File: src/rtl/tsa_pkg.sv
package tsa_pkg;

    localparam int ENTRY_W  = 16;
    localparam int CHSEL_W  = 3;
    localparam int STB_N    = 4;
    localparam int CNT_W    = 4;
    localparam int RUN_W    = 7;   // longest run is 128 bits, held as length-1

    typedef struct packed {
        logic [CHSEL_W-1:0] chan;
        logic [STB_N-1:0]   stb;
        logic               byte_mode;
        logic [CNT_W-1:0]   cnt;
        logic [2:0]         rsvd;
        logic               last;
    } route_word_t;

    // Number of bit cycles in a run, minus one.
    function automatic logic [RUN_W-1:0] run_minus1(route_word_t w);
        logic [RUN_W-1:0] units;
        units = RUN_W'(w.cnt) + RUN_W'(1);
        if (w.byte_mode)
            return (units << 3) - RUN_W'(1);
        return units - RUN_W'(1);
    endfunction

endpackage

File: src/rtl/tsa_route_mem.sv
module tsa_route_mem
    import tsa_pkg::*;
#(
    parameter int DEPTH = 64,
    localparam int AW   = $clog2(DEPTH)
) (
    input  logic               clk,
    input  logic               rst,
    input  logic               cfg_wr,
    input  logic               cfg_ctl,
    input  logic [AW-1:0]      cfg_addr,
    input  logic [ENTRY_W-1:0] cfg_wdata,
    input  logic [AW-1:0]      rd_addr,
    output route_word_t        rd_word,
    output logic               run_en
);

    logic [ENTRY_W-1:0] mem [DEPTH];
    logic               en_q;
    logic               clear_now;

    assign clear_now = cfg_wr && cfg_ctl && !cfg_wdata[0];
    assign run_en    = en_q && !clear_now;
    assign rd_word   = route_word_t'(mem[rd_addr]);

    always_ff @(posedge clk) begin
        if (rst)
            en_q <= 1'b0;
        else if (cfg_wr && cfg_ctl)
            en_q <= cfg_wdata[0];
    end

    // Contents are left undefined by reset; writes only while disabled.
    always_ff @(posedge clk) begin
        if (cfg_wr && !cfg_ctl && !en_q)
            mem[cfg_addr] <= cfg_wdata;
    end

endmodule

File: src/rtl/tsa_sequencer.sv
module tsa_sequencer
    import tsa_pkg::*;
#(
    parameter int DEPTH = 64,
    localparam int AW   = $clog2(DEPTH)
) (
    input  logic           clk,
    input  logic           rst,
    input  logic           run_en,
    input  logic           fsync,
    input  route_word_t    rd_word,
    output logic [AW-1:0]  rd_addr,
    output logic           active,
    output route_word_t    cur,
    output logic [RUN_W-1:0] rem
);

    logic [AW-1:0] idx;
    logic          at_end;

    assign at_end  = cur.last || (idx == AW'(DEPTH - 1));
    assign rd_addr = fsync ? '0 : idx + AW'(1);

    always_ff @(posedge clk) begin
        if (rst) begin
            active <= 1'b0;
            idx    <= '0;
            cur    <= '0;
            rem    <= '0;
        end else if (!run_en) begin
            active <= 1'b0;
        end else if (fsync) begin
            active <= 1'b1;
            idx    <= '0;
            cur    <= rd_word;
            rem    <= run_minus1(rd_word);
        end else if (active) begin
            if (rem != '0) begin
                rem <= rem - RUN_W'(1);
            end else if (at_end) begin
                active <= 1'b0;
            end else begin
                idx <= idx + AW'(1);
                cur <= rd_word;
                rem <= run_minus1(rd_word);
            end
        end
    end

endmodule

File: src/rtl/tsa_lane_mux.sv
module tsa_lane_mux
    import tsa_pkg::*;
#(
    parameter int NCH = 6
) (
    input  logic              active,
    input  route_word_t       cur,
    input  logic [NCH-1:0]    ch_txd,
    input  logic              line_rxd,
    output logic [NCH-1:0]    ch_clken,
    output logic [NCH-1:0]    ch_rxd,
    output logic              line_txd,
    output logic [STB_N-1:0]  strobe
);

    logic [NCH-1:0] sel;

    for (genvar g = 0; g < NCH; g++) begin : g_lane
        assign sel[g]      = active && (cur.chan == CHSEL_W'(g + 1));
        assign ch_clken[g] = sel[g];
        assign ch_rxd[g]   = sel[g] && line_rxd;
    end

    assign line_txd = (sel == '0) ? 1'b1 : |(sel & ch_txd);
    assign strobe   = active ? cur.stb : '0;

endmodule

File: src/rtl/tdm_slot_assigner.sv
module tdm_slot_assigner
    import tsa_pkg::*;
#(
    parameter int DEPTH = 64,
    parameter int NCH   = 6,
    localparam int AW   = $clog2(DEPTH)
) (
    input  logic               clk,
    input  logic               rst,
    input  logic               cfg_wr,
    input  logic               cfg_ctl,
    input  logic [AW-1:0]      cfg_addr,
    input  logic [ENTRY_W-1:0] cfg_wdata,
    input  logic               fsync,
    input  logic               line_rxd,
    output logic               line_txd,
    input  logic [NCH-1:0]     ch_txd,
    output logic [NCH-1:0]     ch_clken,
    output logic [NCH-1:0]     ch_rxd,
    output logic [STB_N-1:0]   strobe
);

    route_word_t      rd_word;
    route_word_t      cur;
    logic [AW-1:0]    rd_addr;
    logic             run_en;
    logic             active;
    logic [RUN_W-1:0] rem;

    tsa_route_mem #(.DEPTH(DEPTH)) u_mem (
        .clk(clk), .rst(rst), .cfg_wr(cfg_wr), .cfg_ctl(cfg_ctl),
        .cfg_addr(cfg_addr), .cfg_wdata(cfg_wdata),
        .rd_addr(rd_addr), .rd_word(rd_word), .run_en(run_en)
    );

    tsa_sequencer #(.DEPTH(DEPTH)) u_seq (
        .clk(clk), .rst(rst), .run_en(run_en), .fsync(fsync),
        .rd_word(rd_word), .rd_addr(rd_addr), .active(active),
        .cur(cur), .rem(rem)
    );

    tsa_lane_mux #(.NCH(NCH)) u_mux (
        .active(active), .cur(cur), .ch_txd(ch_txd), .line_rxd(line_rxd),
        .ch_clken(ch_clken), .ch_rxd(ch_rxd), .line_txd(line_txd),
        .strobe(strobe)
    );

endmodule

File: config.mk
export PLATFORM = sky130hd
export DESIGN_NAME = tdm_slot_assigner
export DESIGN_NICKNAME = d
export VERILOG_FILES = /design/src/rtl/tsa_pkg.sv /design/src/rtl/tsa_route_mem.sv /design/src/rtl/tsa_sequencer.sv /design/src/rtl/tsa_lane_mux.sv /design/src/rtl/tdm_slot_assigner.sv
export SDC_FILE = /design/constraint.sdc
export NUM_CORES = 1
export LEC_CHECK = 0
export ABC_AREA = 1
export BUFFER_PORTS_ARGS = -buffer_cell sky130_fd_sc_hd__buf_2
export CAP_MARGIN = 5
export CELL_PAD_IN_SITES_DETAIL_PLACEMENT = 1
export CELL_PAD_IN_SITES_GLOBAL_PLACEMENT = 2
export CORE_UTILIZATION = 40
export CTS_CLUSTER_DIAMETER = 120
export DETAILED_ROUTE_END_ITERATION = 10
export HOLD_SLACK_MARGIN = 0.06
export PLACE_DENSITY = 0.74
export SLEW_MARGIN = 20
export SYNTH_ARGS = -nofsm -noshare
export SYNTH_HDL_FRONTEND = slang
export SYNTH_SLANG_ARGS = --single-unit
File: constraint.sdc
create_clock -name clk -period 3.65 [get_ports clk]
set_input_delay 0.5475 -clock clk [delete_from_list [all_inputs] [get_ports clk]]
set_output_delay 0.5475 -clock clk [all_outputs]
set_load 0.05 [all_outputs]
## Word-level counts from Yosys, hierarchy flattened

Memory sizes are Yosys's and may differ from the RTL's.
Cells that the tools add are included.

| operators by class | value |
|---|---|
| add/subtract/negate cells | 5 |
| $mul | 0 |
| div/mod/pow operators | 0 |
| magnitude comparators | 0 |
| eq/ne operators | 10 |
| shift-type cells | 0 |
| muxes and demuxes | 34 |
| bitwise operators | 2 |
| reduce and logical (&&, ||, !) cells | 29 |

Operators with widths:

| kind | count |
|---|---|
| $mux W16 | 4 |
| $mux W7 | 7 |
| $mux W6 | 5 |
| $sub A7 B1 Y7 const B | 3 |
| $logic_and A1 B1 Y1 | 17 |
| $mux W1 | 17 |
| $eq A3 B3 Y1 const B | 3 |
| $reduce_bool A7 Y1 | 1 |
| $add A6 B1 Y6 const B | 1 |
| $and A6 B6 Y6 | 1 |
| $eq A3 B2 Y1 const B | 2 |
| $eq A6 B6 Y1 const B | 1 |
| $logic_not A6 Y1 | 1 |
| $reduce_or A6 Y1 | 1 |
| $add A4 B1 Y5 const B | 1 |
| $logic_not A1 Y1 | 4 |
| $mux W4 | 1 |
| $ne A2 B2 Y1 const B | 2 |
| $reduce_and A4 Y1 | 1 |
| $eq A3 B1 Y1 const B | 1 |
| $ne A3 B3 Y1 const B | 1 |
| $reduce_and A3 Y1 | 1 |
| $reduce_bool A2 Y1 | 1 |
| $reduce_or A2 Y1 | 1 |
| 2 further kinds | 2 |

| word-level totals | value |
|---|---|
| register bits | 23 |
| latch bits | 0 |
| memory bits (writable) | 1,024 |
| bits in read-only memories | 0 |
| input port bits | 34 |
| output and inout bits | 17 |
| word-level logic and storage cells | 88 |
| memories | 1 |

Memories:

| memory | depth | width | rd ports | clocked after memory_dff | wr ports | RTL line | RTL |
|---|---|---|---|---|---|---|---|
| u_mem.mem | 64 | 16 | 1 | 0 | 1 | tsa_route_mem.sv:18 | `logic [ENTRY_W-1:0] mem [DEPTH];` |

## Depth between registers and ports, before layout

An unclocked memory read counts as a cell.

| depth | value |
|---|---|
| depth after elaboration | 15 |
| depth in mapped cells | 22 |
| mapped depth without buffers | 20 |

## By module

Synthesis repeated with hierarchy kept, for this count alone.

| unflattened totals | value |
|---|---|
| cells, all modules | 3,791 |
| area total of the unflattened synthesis | 43,701.9 um2 |

Modules (own cells, without submodules):

| module | times used | cells an instance | area an instance (um2) | sequential area each (um2) |
|---|---|---|---|---|
| tsa_route_mem | 1 | 3,505 | 41,826.4 | 30,769.5 |
| tsa_sequencer | 1 | 232 | 1,646.6 | 600.6 |
| tsa_lane_mux | 1 | 54 | 229.0 | 0.0 |

## Worst setup path before layout

No wires, ideal clock.

| timing path | value |
|---|---|
| path type | flip-flop to output port |
| start | reg u_seq.active |
| end | out line_txd |
| arrival time | 1.989 ns |
| required time | 3.102 ns |
| slack | 1.113 ns |
| cell stages (with the launch flop) | 8 |
| buffers on the path | 0 |
| path through | dfxtp_1 -> inv_1 -> nor2_1 -> inv_1 -> nor2_1 -> a22o_1 -> a221oi_1 -> nand4_1 |

| between the ends | value |
|---|---|
| longest elaborated chain between the ends | 4 |
| elaborated cells between the ends (all ways) | 10 |
| those cells by class | mux (1); bitwise (1); reduce/logical (8) |

Ends and longest elaborated chain:

| item | RTL line | RTL |
|---|---|---|
| start, declared | tsa_sequencer.sv:13 | `output logic active,` |
| start signal, assigned | tsa_sequencer.sv:26 | `active <= 1'b0;` |
| start signal, assigned | tsa_sequencer.sv:31 | `active <= 1'b0;` |
| start signal, assigned | tsa_sequencer.sv:33 | `active <= 1'b1;` |
| $logic_and A1 B1 Y1 * | tsa_lane_mux.sv:19 | `assign sel[g] = active && (cur.chan == CHSEL_W'(g + 1));` |
| net ch_clken[2] | tdm_slot_assigner.sv:18 | `output logic [NCH-1:0] ch_clken,` |
| $and A6 B6 Y6 | tsa_lane_mux.sv:24 | `assign line_txd = (sel == '0) ? 1'b1 : \|(sel & ch_txd);` |
| $reduce_or A6 Y1 | tsa_lane_mux.sv:24 |  |
| $mux W1 * | tsa_lane_mux.sv:24 |  |
| end, declared | tdm_slot_assigner.sv:16 | `output logic line_txd,` |

The timed path passes the listed nets; every way through them passes the cells marked *.

## Final worst setup path

| timing path | value |
|---|---|
| start | reg u_seq.idx[0] |
| end | reg u_seq.rem[4] |

| between the ends | value |
|---|---|
| longest elaborated chain between the ends | 15 |
| elaborated cells between the ends (all ways) | 27 |
| those cells by class | add/sub (4); eq/ne (2); mux (18); reduce/logical (2); memory (1) |

Ends and longest elaborated chain:

| item | RTL line | RTL |
|---|---|---|
| start, declared | tsa_sequencer.sv:18 | `logic [AW-1:0] idx;` |
| start signal, assigned | tsa_sequencer.sv:43 | `idx <= idx + AW'(1);` |
| parallel branches: the longest is 15 deep, another holds $mem_v2 Z64 W16 | n/a |  |
| end signal, assigned | tsa_sequencer.sv:36 | `rem <= run_minus1(rd_word);` |
| end signal, assigned | tsa_sequencer.sv:39 | `rem <= rem - RUN_W'(1);` |
| end signal, assigned | tsa_sequencer.sv:45 | `rem <= run_minus1(rd_word);` |
| end, declared | tsa_sequencer.sv:15 | `output logic [RUN_W-1:0] rem` |

Parallel ways; which one is timed is not known. The select of a mux whose other input is x is not followed.
A chain may end at the register's enable or synchronous reset.

==> flow_metrics.env <==
export IMPL_grt_pass1_wl_mm=153
export IMPL_reg2reg_depth=19
export IMPL_dieArea_um2=88000
export IMPL_timing_fmax_ghz=0.302
export IMPL_post_cts_resized=0
export IMPL_end_kind="register"
export IMPL_h_tree_depth=3
export IMPL_power_density_nw_per_um2=530
export IMPL_post_route_cells_drive_above_1_share_pct=12.0
export IMPL_syn_inst=2697
export IMPL_final_util_pct=46.5
export IMPL_cts_hold_buffers=0
export IMPL_wl_per_cell_um=25.6
export IMPL_vias=22700
export IMPL_grt_pass1_vias=23600
export IMPL_grt_ovfl_total=0
export IMPL_yosysTopAreaCell="edfxtp_1"
export IMPL_min_period_ps=3320
export IMPL_grt_total_usage_pct=23.7
export IMPL_synth_edf_count=832
export IMPL_rsz0062_at_grt="no"
export IMPL_synthTopCellsByArea="edfxtp_1 (72%), nand3_1 (4.9%), nand2_1 (4.2%)"
export IMPL_cts_sinks=855
export IMPL_r2r_end="u_seq.rem[4]"
export IMPL_syn_nets=2734
export IMPL_drv_slew=0
export IMPL_nNetsFinal=2863
export IMPL_p_sw_mw=4.78
export IMPL_antenna_left=0
export IMPL_cts_tree="done"
export IMPL_reg2reg_from="u_seq.idx[0]"
export IMPL_stdcell_count=4046
export IMPL_p_seq_share_pct=51.2
export IMPL_p_int_mw=16.3
export IMPL_hp_start="rst"
export IMPL_crit_fanout=42
export IMPL_fin_setup_tns_ps=0
export IMPL_arrival_ps=3900
export IMPL_start_util_pct=40.6
export IMPL_yosysTopAreaCellShare_pct=72.0
export IMPL_design_area_um2=39800
export IMPL_viasPerCell=5.62
export IMPL_leakage_nw=13.7
export IMPL_path_class="register to register"
export IMPL_fillers=8776
export IMPL_vdd_drop_max_uv=533
export IMPL_die_w_um=297
export IMPL_synth_seq_cells=855
export IMPL_pwr_share_comb_pct=6.1
export IMPL_status="completed"
export IMPL_synth_area_um2=34700
export IMPL_place_gp_congestion=0.850
export IMPL_synth_top_cells_by_count="edfxtp_1 (832), nand2_1 (388), nor2_1 (349), nand3_1 (338), o21ai_0 (130)"
export IMPL_p_sw_share_pct=22.6
export IMPL_drtPass1Iterations=7
export IMPL_io_pins=51
export IMPL_avgSynthCellArea_um2=12.9
export IMPL_yosys_most_used_dff="edfxtp_1"
export IMPL_max_cap_violations=0
export IMPL_grt_start_max_net_pins=68
export IMPL_use_met1_pct=31.5
export IMPL_coreArea_um2=85500
export IMPL_grt_most_used_layer="met2"
export IMPL_finalCritPeriodShare_pct=90.8
export IMPL_yosysWarnings=0
export IMPL_yosysMostFrequentCell="edfxtp_1"
export IMPL_cts_buffer_depth=3
export IMPL_relSlewSlack_pct=23.7
export IMPL_worstHoldPathType="primary input to register"
export IMPL_clock_skew_ps=26.4
export IMPL_use_met2_pct=40.7
export IMPL_setup_worst_path_start_class="register"
export IMPL_area_growth_pct=14.6
export IMPL_p_clk_share_pct=42.7
export IMPL_final_hold_violation_count=0
export IMPL_port_buffers=47
export IMPL_postCtsSetupBuffers=0
export IMPL_fp_dieH_um=297
export IMPL_use_met3_pct=2.84
export IMPL_tightestPinTransition_ps=1140
export IMPL_numCtsBuffers=90
export IMPL_hpwlAfterDp_mm=62.7
export IMPL_clock_latency_ps=650
export IMPL_setup_violations=0
export IMPL_yosysUniqueCellTypes=41
export IMPL_route_detailed_drc=0
export IMPL_r2r_slack_ps=330
export IMPL_drt_iter0_markers=1818
export IMPL_antenna_found_initial=0
export IMPL_cts_clk_slew_worst_paths_ps=60
export IMPL_placed_area_um2=36900
export IMPL_drt_wl_total_mm=104
export IMPL_ys_seq_area_share_pct=73.3
export IMPL_worstPathRequired_ps=4230
export IMPL_crit_start="u_seq.idx[0]"
export IMPL_dp_cells=3878
export IMPL_fp_row_count=107
export IMPL_ys_async_sr_fraction_pct=0
export IMPL_cts_root_buf="clkbuf_16"
export IMPL_hold_depth=2
export IMPL_min_to="u_seq.rem[4]"
-- placed cells by master, fill, tap and decap left out, drive strengths merged, types with 32 or more instances in the layout --
master  count
o22ai      71
o21ai     135
edfxtp    832
mux2i      68
clkinv     32
nor3       58
nand2     392
nor2      352
inv        79
nand3     339
buf       207
o221ai     66
clkbuf    120
-- through the flow --
step	power, mW	hold slack [ps]	setup WS, ps
2_1_floorplan	11.7	458	1110
3_3_place_gp	12.3	473	253
3_5_place_dp	12.3	504	166
4_1_cts	21.3	147	307
5_1_grt	21.7	166	98.8
6_report	21.1	180	335
-- power groups by stage --
stage          sequential (mW)  clock [mW]  combinational [mW]
2_1_floorplan             11.0           0               0.721
3_3_place_gp              11.0           0                1.26
3_5_place_dp              11.0           0                1.30
4_1_cts                   10.8        9.17                1.31
5_1_grt                   10.8        9.49                1.40
6_report                  10.8        9.01                1.29
-- worst max path at each step --
stage | slack [ps] | depth (start not counted) | to
2_1_floorplan | 1110 | 7 | line_txd
3_3_place_gp | 250 | 18 | u_seq.rem[4]
3_5_place_dp | 170 | 18 | u_seq.rem[3]
4_1_cts | 310 | 19 | u_seq.rem[4]
5_1_grt | 100 | 19 | u_seq.rem[4]
6_report | 330 | 19 | u_seq.rem[4]
-- final cells by class --
cell class,count,area [um^2],area share (%)
Antenna cell,1,2.50,0.00629
Clock buffer,120,2430,6.10
Inverter,76,298,0.748
Clock inverter,47,450,1.13
Tap cell,1144,1430,3.60
Timing Repair Buffer,207,1700,4.28
Sequential cell,855,25400,63.9
Multi-Input combinational cell,1596,8050,20.2
-- worst max-delay path: stages, from the launching register on --
cell and delay, ps:
dfxtp_1 310, buf_4 180, inv_4 230, nand2_8 260, buf_12 270, nand2_1 110, nand3_1 90, nand3_1 100
nand3_1 90, nand3_1 110, nand3_1 200, nand2_2 190, inv_1 80, ha_1 320, nand3b_1 200, nand2_1 100
nand2_1 50, nand3_1 80, nand2_1 60, a21oi_1 120
-- sequential cells by signal (all words and copies together), names as in the netlist --
register,flops
u_mem.mem,832
u_seq.rem,7
u_seq.cur,8
u_seq.active,1
u_mem.en_q,1
u_seq.idx,6
-- cell families after synthesis --
kind of cell | Yosys count | synth area share [%]
AND/OR/NAND/NOR | 1147 | 14.0
adder cells (fa/ha/maj) | 3 | 0.108
multiplexers | 68 | 1.96
AO/OA/AOI/OAI | 375 | 6.96
XOR/XNOR | 3 | 0.0757
buffers and inverters | 246 | 3.61
flip-flops | 855 | 73.3
-- layer usage --
layer  up-vias  wire (um)
li1      10200          -
met2       547      51800
met1     11800      44700
met3       148       4350
met5         -          0
met4         0       2770
Note: power is estimated with default switching activity, not from simulation.
